--- src/rtl/uart_bg_pkg.sv ---
package uart_bg_pkg;
  localparam int FRAME_W = 4;

  typedef struct packed {
    logic [1:0] stop_sel;
    logic [2:0] par_sel;
    logic [1:0] len_sel;
    logic       pre8;
  } mode_t;

  function automatic logic [FRAME_W-1:0] frame_len(input mode_t m);
    logic [FRAME_W-1:0] data_n;
    logic [FRAME_W-1:0] par_n;
    logic [FRAME_W-1:0] stop_n;
    case (m.len_sel)
      2'd3:    data_n = FRAME_W'(6);
      2'd2:    data_n = FRAME_W'(7);
      default: data_n = FRAME_W'(8);
    endcase
    par_n  = (m.par_sel == 3'd0 || m.par_sel == 3'd1) ? FRAME_W'(1) : FRAME_W'(0);
    stop_n = (m.stop_sel == 2'd2) ? FRAME_W'(2) : FRAME_W'(1);
    return FRAME_W'(1) + data_n + par_n + stop_n;
  endfunction
endpackage

--- src/rtl/ubg_cfg.sv ---
module ubg_cfg
  import uart_bg_pkg::*;
#(
  parameter int CD_W     = 16,
  parameter int BD_W     = 8,
  parameter int CD_RESET = 15,
  parameter int BD_RESET = 15
) (
  input  logic               clk,
  input  logic               rst,
  input  logic               mode_wr,
  input  logic [7:0]         mode_wdata,
  input  logic               cd_wr,
  input  logic [CD_W-1:0]    cd_wdata,
  input  logic               bd_wr,
  input  logic [BD_W-1:0]    bd_wdata,
  output mode_t              mode_q,
  output logic [CD_W-1:0]    cd_q,
  output logic [BD_W-1:0]    bd_q,
  output logic [FRAME_W-1:0] frame_q,
  output logic               restart
);
  assign restart = mode_wr | cd_wr | bd_wr;

  always_ff @(posedge clk) begin
    if (rst) begin
      mode_q  <= '0;
      cd_q    <= CD_W'(CD_RESET);
      bd_q    <= BD_W'(BD_RESET);
      frame_q <= frame_len('0);
    end else begin
      if (mode_wr) begin
        mode_q  <= mode_t'(mode_wdata);
        frame_q <= frame_len(mode_t'(mode_wdata));
      end
      if (cd_wr) cd_q <= cd_wdata;
      if (bd_wr) bd_q <= bd_wdata;
    end
  end
endmodule

--- src/rtl/ubg_prescale.sv ---
module ubg_prescale #(
  parameter int PRE_LOG2 = 3
) (
  input  logic clk,
  input  logic rst,
  input  logic restart,
  input  logic use_pre,
  output logic tick
);
  logic [PRE_LOG2-1:0] cnt;

  always_ff @(posedge clk) begin
    if (rst || restart) cnt <= '0;
    else                cnt <= cnt + 1'b1;
  end

  assign tick = use_pre ? (&cnt) : 1'b1;
endmodule

--- src/rtl/ubg_div_stage.sv ---
module ubg_div_stage #(
  parameter int W = 16
) (
  input  logic         clk,
  input  logic         rst,
  input  logic         restart,
  input  logic         tick_in,
  input  logic [W-1:0] period,
  output logic         tick_out
);
  logic [W-1:0] cnt;
  logic         wrap;

  assign wrap = (cnt >= period - 1'b1);

  always_ff @(posedge clk) begin
    if (rst || restart) begin
      cnt      <= '0;
      tick_out <= 1'b0;
    end else begin
      tick_out <= 1'b0;
      if (tick_in && period != '0) begin
        if (wrap) begin
          cnt      <= '0;
          tick_out <= 1'b1;
        end else begin
          cnt <= cnt + 1'b1;
        end
      end
    end
  end
endmodule

--- src/rtl/uart_baud_gen.sv ---
module uart_baud_gen
  import uart_bg_pkg::*;
#(
  parameter int CD_W     = 16,
  parameter int BD_W     = 8,
  parameter int PRE_LOG2 = 3,
  parameter int BD_MIN   = 4,
  parameter int CD_RESET = 15,
  parameter int BD_RESET = 15
) (
  input  logic               clk,
  input  logic               rst,
  input  logic               mode_wr,
  input  logic [7:0]         mode_wdata,
  input  logic               cd_wr,
  input  logic [CD_W-1:0]    cd_wdata,
  input  logic               bd_wr,
  input  logic [BD_W-1:0]    bd_wdata,
  output logic               sample_en,
  output logic               baud_en,
  output logic               char_tick,
  output logic [FRAME_W-1:0] frame_bits
);
  localparam int BP_W = BD_W + 1;

  mode_t           mode_q;
  logic [CD_W-1:0] cd_q;
  logic [BD_W-1:0] bd_q;
  logic            restart;
  logic            sel_tick;
  logic [BP_W-1:0] bit_period;

  ubg_cfg #(
    .CD_W(CD_W), .BD_W(BD_W), .CD_RESET(CD_RESET), .BD_RESET(BD_RESET)
  ) u_cfg (
    .clk(clk), .rst(rst),
    .mode_wr(mode_wr), .mode_wdata(mode_wdata),
    .cd_wr(cd_wr), .cd_wdata(cd_wdata),
    .bd_wr(bd_wr), .bd_wdata(bd_wdata),
    .mode_q(mode_q), .cd_q(cd_q), .bd_q(bd_q),
    .frame_q(frame_bits), .restart(restart)
  );

  ubg_prescale #(.PRE_LOG2(PRE_LOG2)) u_pre (
    .clk(clk), .rst(rst), .restart(restart),
    .use_pre(mode_q.pre8), .tick(sel_tick)
  );

  // Bit divisor is clamped from below, then one is added for the period.
  assign bit_period = (bd_q < BD_W'(BD_MIN)) ? BP_W'(BD_MIN + 1)
                                             : BP_W'(bd_q) + 1'b1;

  ubg_div_stage #(.W(CD_W)) u_cd_stage (
    .clk(clk), .rst(rst), .restart(restart),
    .tick_in(sel_tick), .period(cd_q), .tick_out(sample_en)
  );

  ubg_div_stage #(.W(BP_W)) u_bit_stage (
    .clk(clk), .rst(rst), .restart(restart),
    .tick_in(sample_en), .period(bit_period), .tick_out(baud_en)
  );

  ubg_div_stage #(.W(FRAME_W)) u_char_stage (
    .clk(clk), .rst(rst), .restart(restart),
    .tick_in(baud_en), .period(frame_bits), .tick_out(char_tick)
  );
endmodule

--- config.mk ---
export PLATFORM = sky130hd
export DESIGN_NAME = uart_baud_gen
export DESIGN_NICKNAME = d
export VERILOG_FILES = /design/src/rtl/uart_bg_pkg.sv /design/src/rtl/ubg_cfg.sv /design/src/rtl/ubg_prescale.sv /design/src/rtl/ubg_div_stage.sv /design/src/rtl/uart_baud_gen.sv
export SDC_FILE = /design/constraint.sdc
export NUM_CORES = 1
export LEC_CHECK = 0
export BUFFER_PORTS_ARGS = -buffer_cell sky130_fd_sc_hd__buf_2
export CAP_MARGIN = 20
export CORE_ASPECT_RATIO = 0.5
export CORE_MARGIN = 3
export CORE_UTILIZATION = 35
export CTS_CLUSTER_DIAMETER = 100
export DETAILED_ROUTE_END_ITERATION = 6
export GPL_TIMING_DRIVEN = 0
export PLACE_DENSITY = 0.58
export SLEW_MARGIN = 10
export SYNTH_ARGS = -nofsm -noshare
export SYNTH_HDL_FRONTEND = slang
export SYNTH_SLANG_ARGS = --single-unit
--- constraint.sdc ---
create_clock -name clk -period 11.7 [get_ports clk]
set_input_delay 0.585 -clock clk [delete_from_list [all_inputs] [get_ports clk]]
set_output_delay 0.585 -clock clk [all_outputs]
set_load 0.02 [all_outputs]
# After elaboration in Yosys (flattened, before gate mapping)
# Cells that the tools add are included.
# totals
ff_bits,64
out_inout_bits,7
word_cells,61
in_bits,37
# op_classes
eq_ne,4
magnitude_cmp,4
n_mux,13
n_reduce_logical,13
bitwise_logic,5
n_addsub,11
# ops
cell,n
9-bit two-way mux,2
16-bit by 1-bit adder with 16-bit output (second input constant),1
16-bit greater-or-equal comparator,1
16-bit two-way mux,1
16-bit nonzero test,1
16-bit by 1-bit subtractor with 16-bit output (second input constant),1
4-bit two-way mux,3
8-bit by 1-bit adder with 9-bit output (second input constant),1
9-bit by 1-bit adder with 9-bit output (second input constant),1
9-bit greater-or-equal comparator,1
9-bit nonzero test,1
9-bit by 1-bit subtractor with 9-bit output (second input constant),1
4-bit adder,2
8-bit by 3-bit less-than comparator with 1-bit output (second input constant),1
4-bit one-hot mux with 2 select lines,1
2-bit == test (second input constant),3
2-bit OR reduction,3
1-bit two-way mux,5
1-bit by 4-bit adder with 4-bit output (first input constant),1
4-bit by 1-bit adder with 4-bit output (second input constant),1
4-bit greater-or-equal comparator,1
4-bit nonzero test,1
4-bit by 1-bit subtractor with 4-bit output (second input constant),1
3-bit by 1-bit adder with 3-bit output (second input constant),1
8 further kinds,14

# Logic depth before layout (Yosys ltp)
# depth
ltp_word,7
ltp_mapped,17
mapped_depth_nobuf,15

# By module
# Synthesis repeated with hierarchy kept, for this count alone.
# unflattened
cells_unflattened,480
area_unflattened_um2,4306.6
# modules_own_cells
mod,instances,seq_area_each_um2,cells_per_inst,area_per_inst_um2
ubg_cfg,1,700.7,131,1411.4
ubg_div_stage at u_cd_stage,1,340.3,166,1393.8
ubg_div_stage at u_bit_stage,1,200.2,106,848.3
ubg_div_stage at u_char_stage,1,100.1,45,401.6
uart_baud_gen,1,0.0,23,140.1
ubg_prescale,1,60.1,9,111.4

# Least setup slack after synthesis
# Ideal clock, no wire load.
# synth_path
path_type,reg2reg
start,register u_cfg.bd_q[2]
end,register u_bit_stage.cnt[7]
setup_time_ns,0.074
required_ns,11.626
setup_slack_ns,7.991
path_stages_with_launch,16
path_buffers,1
synth_period_minus_slack_ns,3.709
arrival_time_ns,3.634
cell_sequence,dfxtp_1 buf_2 or4_1 or2_2 and2_1 ha_1 o211ai_1 nand4b_1 mux2i_1 nor3b_1 a21oi_1 ha_1 o221ai_1 nand2_1 or4_1 o21ai_0
# synth_via
elab_chain_len,5
elab_cells_between_ends,8
classes_between,add/sub (2); order compare (2); mux (2); reduce/logical (2)
# synth_lines
item,line_no,text
from (decl),ubg_cfg.sv:19,"output logic [BD_W-1:0] bd_q,"
from (signal assigned),ubg_cfg.sv:29,bd_q <= BD_W'(BD_RESET);
from (signal assigned),ubg_cfg.sv:37,if (bd_wr) bd_q <= bd_wdata;
8-bit by 1-bit adder with 9-bit output or 8-bit by 3-bit less-than comparator with 1-bit output (tied branches),"uart_baud_gen.sv:51, uart_baud_gen.sv:50",
9-bit two-way mux (*),uart_baud_gen.sv:50,assign bit_period = (bd_q < BD_W'(BD_MIN)) ? BP_W'(BD_MIN + 1)
9-bit by 1-bit subtractor with 9-bit output,ubg_div_stage.sv:14,assign wrap = (cnt >= period - 1'b1);
9-bit greater-or-equal comparator,ubg_div_stage.sv:14,
9-bit two-way mux,ubg_div_stage.sv:23,if (wrap) begin
to (signal assigned),ubg_div_stage.sv:27,cnt <= cnt + 1'b1;
to (decl),ubg_div_stage.sv:11,logic [W-1:0] cnt;
# Mark *: on every way between the ends. The rest lies on a longest branch, timed or not.
# A chain may end at the register's enable or synchronous reset.

# Final worst setup path
# layout_path
start,register u_cfg.bd_q[2]
end,register u_bit_stage.cnt[8]
# Same word-level chain as after synthesis.

==> results.toml <==
[synthesis]
async_flop_share_pct = 0
synth_top_area_cell = "dfxtp_1"
synth_area_per_cell_um2 = 8.829
syn_area_um2 = 4070
synth-main-ff-cell = "dfxtp_1"
synth_edf_count = 0
yosys_warnings = 0
synth_cell_types = 50
ys_ff_latch = 64
synth_area_leaders = "dfxtp_1 31%, ha_1 14%, mux2i_1 6.9%"
ys_seq_area_share_pct = 31.48
synth_top_area_share_pct = 31.48
syn_nets = 543
postSynthCellCount = 461

[route]
first_pass_iters = 4
first_iter_violations = 114
viasPerCell = 4.898
met1_length_um = 4398
vias = 3301
wl_met3_um = 260
drc_errors = 0
top_layer = "met4"
wl_met2_um = 3890
finalWirelength_um = 8668
route.detailed.wl_per_inst_um = 12.86
ant_nets = 0

[final_layout]
fin_cells = 674
final_nets = 594
drive_gt1_share_pct = 14.17
synthToLayoutAreaGrowth_pct = 16.60
antennaDiodeCount = 0

[global_routing]
grt_pass1_vias = 3063
grt_max_degree = 11
grt.total_usage_pct = 14.14
grt_pass1_wl_um = 14480
antenna_found_initial = 0
grt.overflow.total = 0

[placement]
io_buffer_count = 40
dpl.hpwl_um = 6712
dp.cells = 660
place.gp.congestion = 0.7738

[worst_setup_path]
worstPathRequired_ns = 11.96
slowest_delay_ns = 0.56
cp.arrival_ns = 4.48
crit_path_max_fanout = 8
crit_slowest_cell = "or4_1"
crit_chain = "buf_2, or4_1, or2_2, nand2_1, ha_1, o211ai_1, nand4b_1, xnor2_1, ha_1, nand4_1, o221ai_1, o221ai_1, nand2_1, or4_1, o21ai_0"
criticalPathCategory = "register to register"
r2r_slack_ns = 7.48
critical_path.endpoint_type = "register"
critPathLaunchType = "register"

[sta]
fin_crit_ns = 4.218
worst_pin_slew_ns = 0.9753
finalSetupViolCount = 0
rsz0062_at_grt = "false"
finalClockSkew_ns = 0.007029
finalSetupTns_ns = 0
relSlewSlack_pct = 34.38
slew_violations = 0
fmax_ghz = 0.2371
fin_crit_sh_pct = 36.05
final_hold_viol_count = 0

[power]
combPwrFrac_pct = 13.9
p_per_area_nw_per_um2 = 119.1
seqPwrFrac_pct = 41.1
leakagePower_uw = 0.002010
intPower_uw = 423.8
p_clk_share_pct = 45.0
p_sw_uw = 141.6
ir_drop_uv = 55.48
p_sw_share_pct = 25.05

[cts]
numCtsBuffers = 9
clk_pin_slew_ns = 0.05
postCtsSetupBuffers = 0
cts_sinks = 64
clk_latency_ns = 0.33
clockBufferDepth = 2
cts-htree-levels = 3
postCtsHoldBufs = 0
tritoncts = "built"
ctsResizeCount = 0
cts-root-buf = "clkbuf_16"

[job]
drv_cap = 0

[floorplanning]
num_rows = 27
start_util_pct = 36.40
dieArea_um2 = 13040
coreArea_um2 = 11180
ioPinCount = 44
die_w_um = 158.5
die_y_um = 82.26

[min_path]
worstHoldPathType = "register to register"

[outcome]
status = "complete, no violations"
[power by group through the flow]
stage	Sequential, µW	Clock (µW)	Combinational [µW]
floorplan	236	0	58.5
global placement	237	0	78.7
detailed placement	237	0	79.5
CTS	232	264	80.0
global route	233	273	90.8
finish	232	255	78.7
[Yosys cell counts (all sizes together), types with 3 or more instances]
library cell / instances
dfxtp: 64
nor2: 46
ha: 45
nand2: 33
xnor2: 32
a21oi: 30
mux2i: 28
inv: 16
xor2: 14
o21ai: 12
clkbuf: 11
nand2b: 11
nand3: 11
o2bb2ai: 11
nor3: 10
and3: 8
buf: 8
nand4: 8
or4: 7
a21o: 6
and4: 6
o211ai: 6
and2: 5
or2: 5
nor4: 4
or3: 3
[cells by family after synthesis]
family	Yosys count	synth area share (%)
AOI/OAI and AO/OA	77	12.48
xor gates and xnor gates	46	9.899
adders and majority gates	45	13.83
buffers and inverters	36	4.058
DFF	64	31.48
muxes	29	7.163
and+or+nand+nor	164	21.09
[path summary, 6_finish.rpt]
path                                    start                  to  cells past startpoint
worst max-delay path            u_cfg.bd_q[2]  u_bit_stage.cnt[8]                     15
worst max register to register  u_cfg.bd_q[2]  u_bit_stage.cnt[8]                     15
worst min register to register   u_pre.cnt[0]        u_pre.cnt[0]                      1
worst min-delay path             u_pre.cnt[0]        u_pre.cnt[0]                      1
[layout make-up]
| class | instances | area (µm²) |
|---|---|---|
| Fill cell | 1125 | 6436 |
| Multi-Input combinational cell | 361 | 2624 |
| Sequential cell | 64 | 1281 |
| Clock buffer | 10 | 229.0 |
| Timing Repair Buffer | 40 | 200.2 |
| Tap cell | 159 | 198.9 |
| Buffer | 19 | 101.3 |
| Inverter | 17 | 63.81 |
| Clock inverter | 4 | 47.55 |
[cells in the final DEF, fill, tap and decap left out, types with 11 or more instances in the layout]
master | Yosys | routed
nor2_1 | 46 | 46
ha_1 | 45 | 45
dfxtp_1 | 64 | 64
xor2_1 | 14 | 14
nand2b_1 | 11 | 11
clkbuf_1 | 11 | 12
buf_2 | 3 | 43
nand3_1 | 11 | 11
mux2i_1 | 28 | 28
xnor2_1 | 32 | 32
o2bb2ai_1 | 11 | 11
nand2_1 | 32 | 32
inv_1 | 16 | 16
a21oi_1 | 30 | 30
[sequential cells by signal, indices dropped and copies added (netlist names)]
register / count
u_cd_stage.cnt: 16
u_cfg.cd_q: 16
u_bit_stage.cnt: 9
u_cfg.bd_q: 8
u_cfg.frame_q: 4
u_char_stage.cnt: 4
u_pre.cnt: 3
u_bit_stage.tick_out: 1
u_cd_stage.tick_out: 1
u_cfg.mode_q: 1
u_char_stage.tick_out: 1
[critical path, delay by kind of cell, from the launching register on]
family	cells	cell delay, ns
and+or+nand+nor	7	2.26
AOI/OAI and AO/OA	4	0.71
adders and majority gates	2	0.50
DFF	1	0.29
xor gates and xnor gates	1	0.22
buffers and inverters	1	0.15
[routing by layer]
layer,up-vias,track usage [%]
met3,10,4.008
li1,1745,-
met5,-,0
met1,1515,17.92
met2,31,23.43
met4,0,4.721
[stage by stage]
stage                     hold WS, ns  utilization (%)  worst slack, ns  total power (µW)  cell area, µm²
final                          0.4250            42.44            7.482             565.4            4746
after floorplan                0.3992                -            7.991             294.9            4070
after global placement         0.4171            39.97            7.477             315.3            4469
after detailed placement       0.4212            39.97            7.515             316.2            4469
after CTS                      0.4287            42.44            7.485             576.3            4746
after global routing           0.4586            42.44            7.148             596.5            4746
Note: power is estimated with default switching activity, not from simulation.
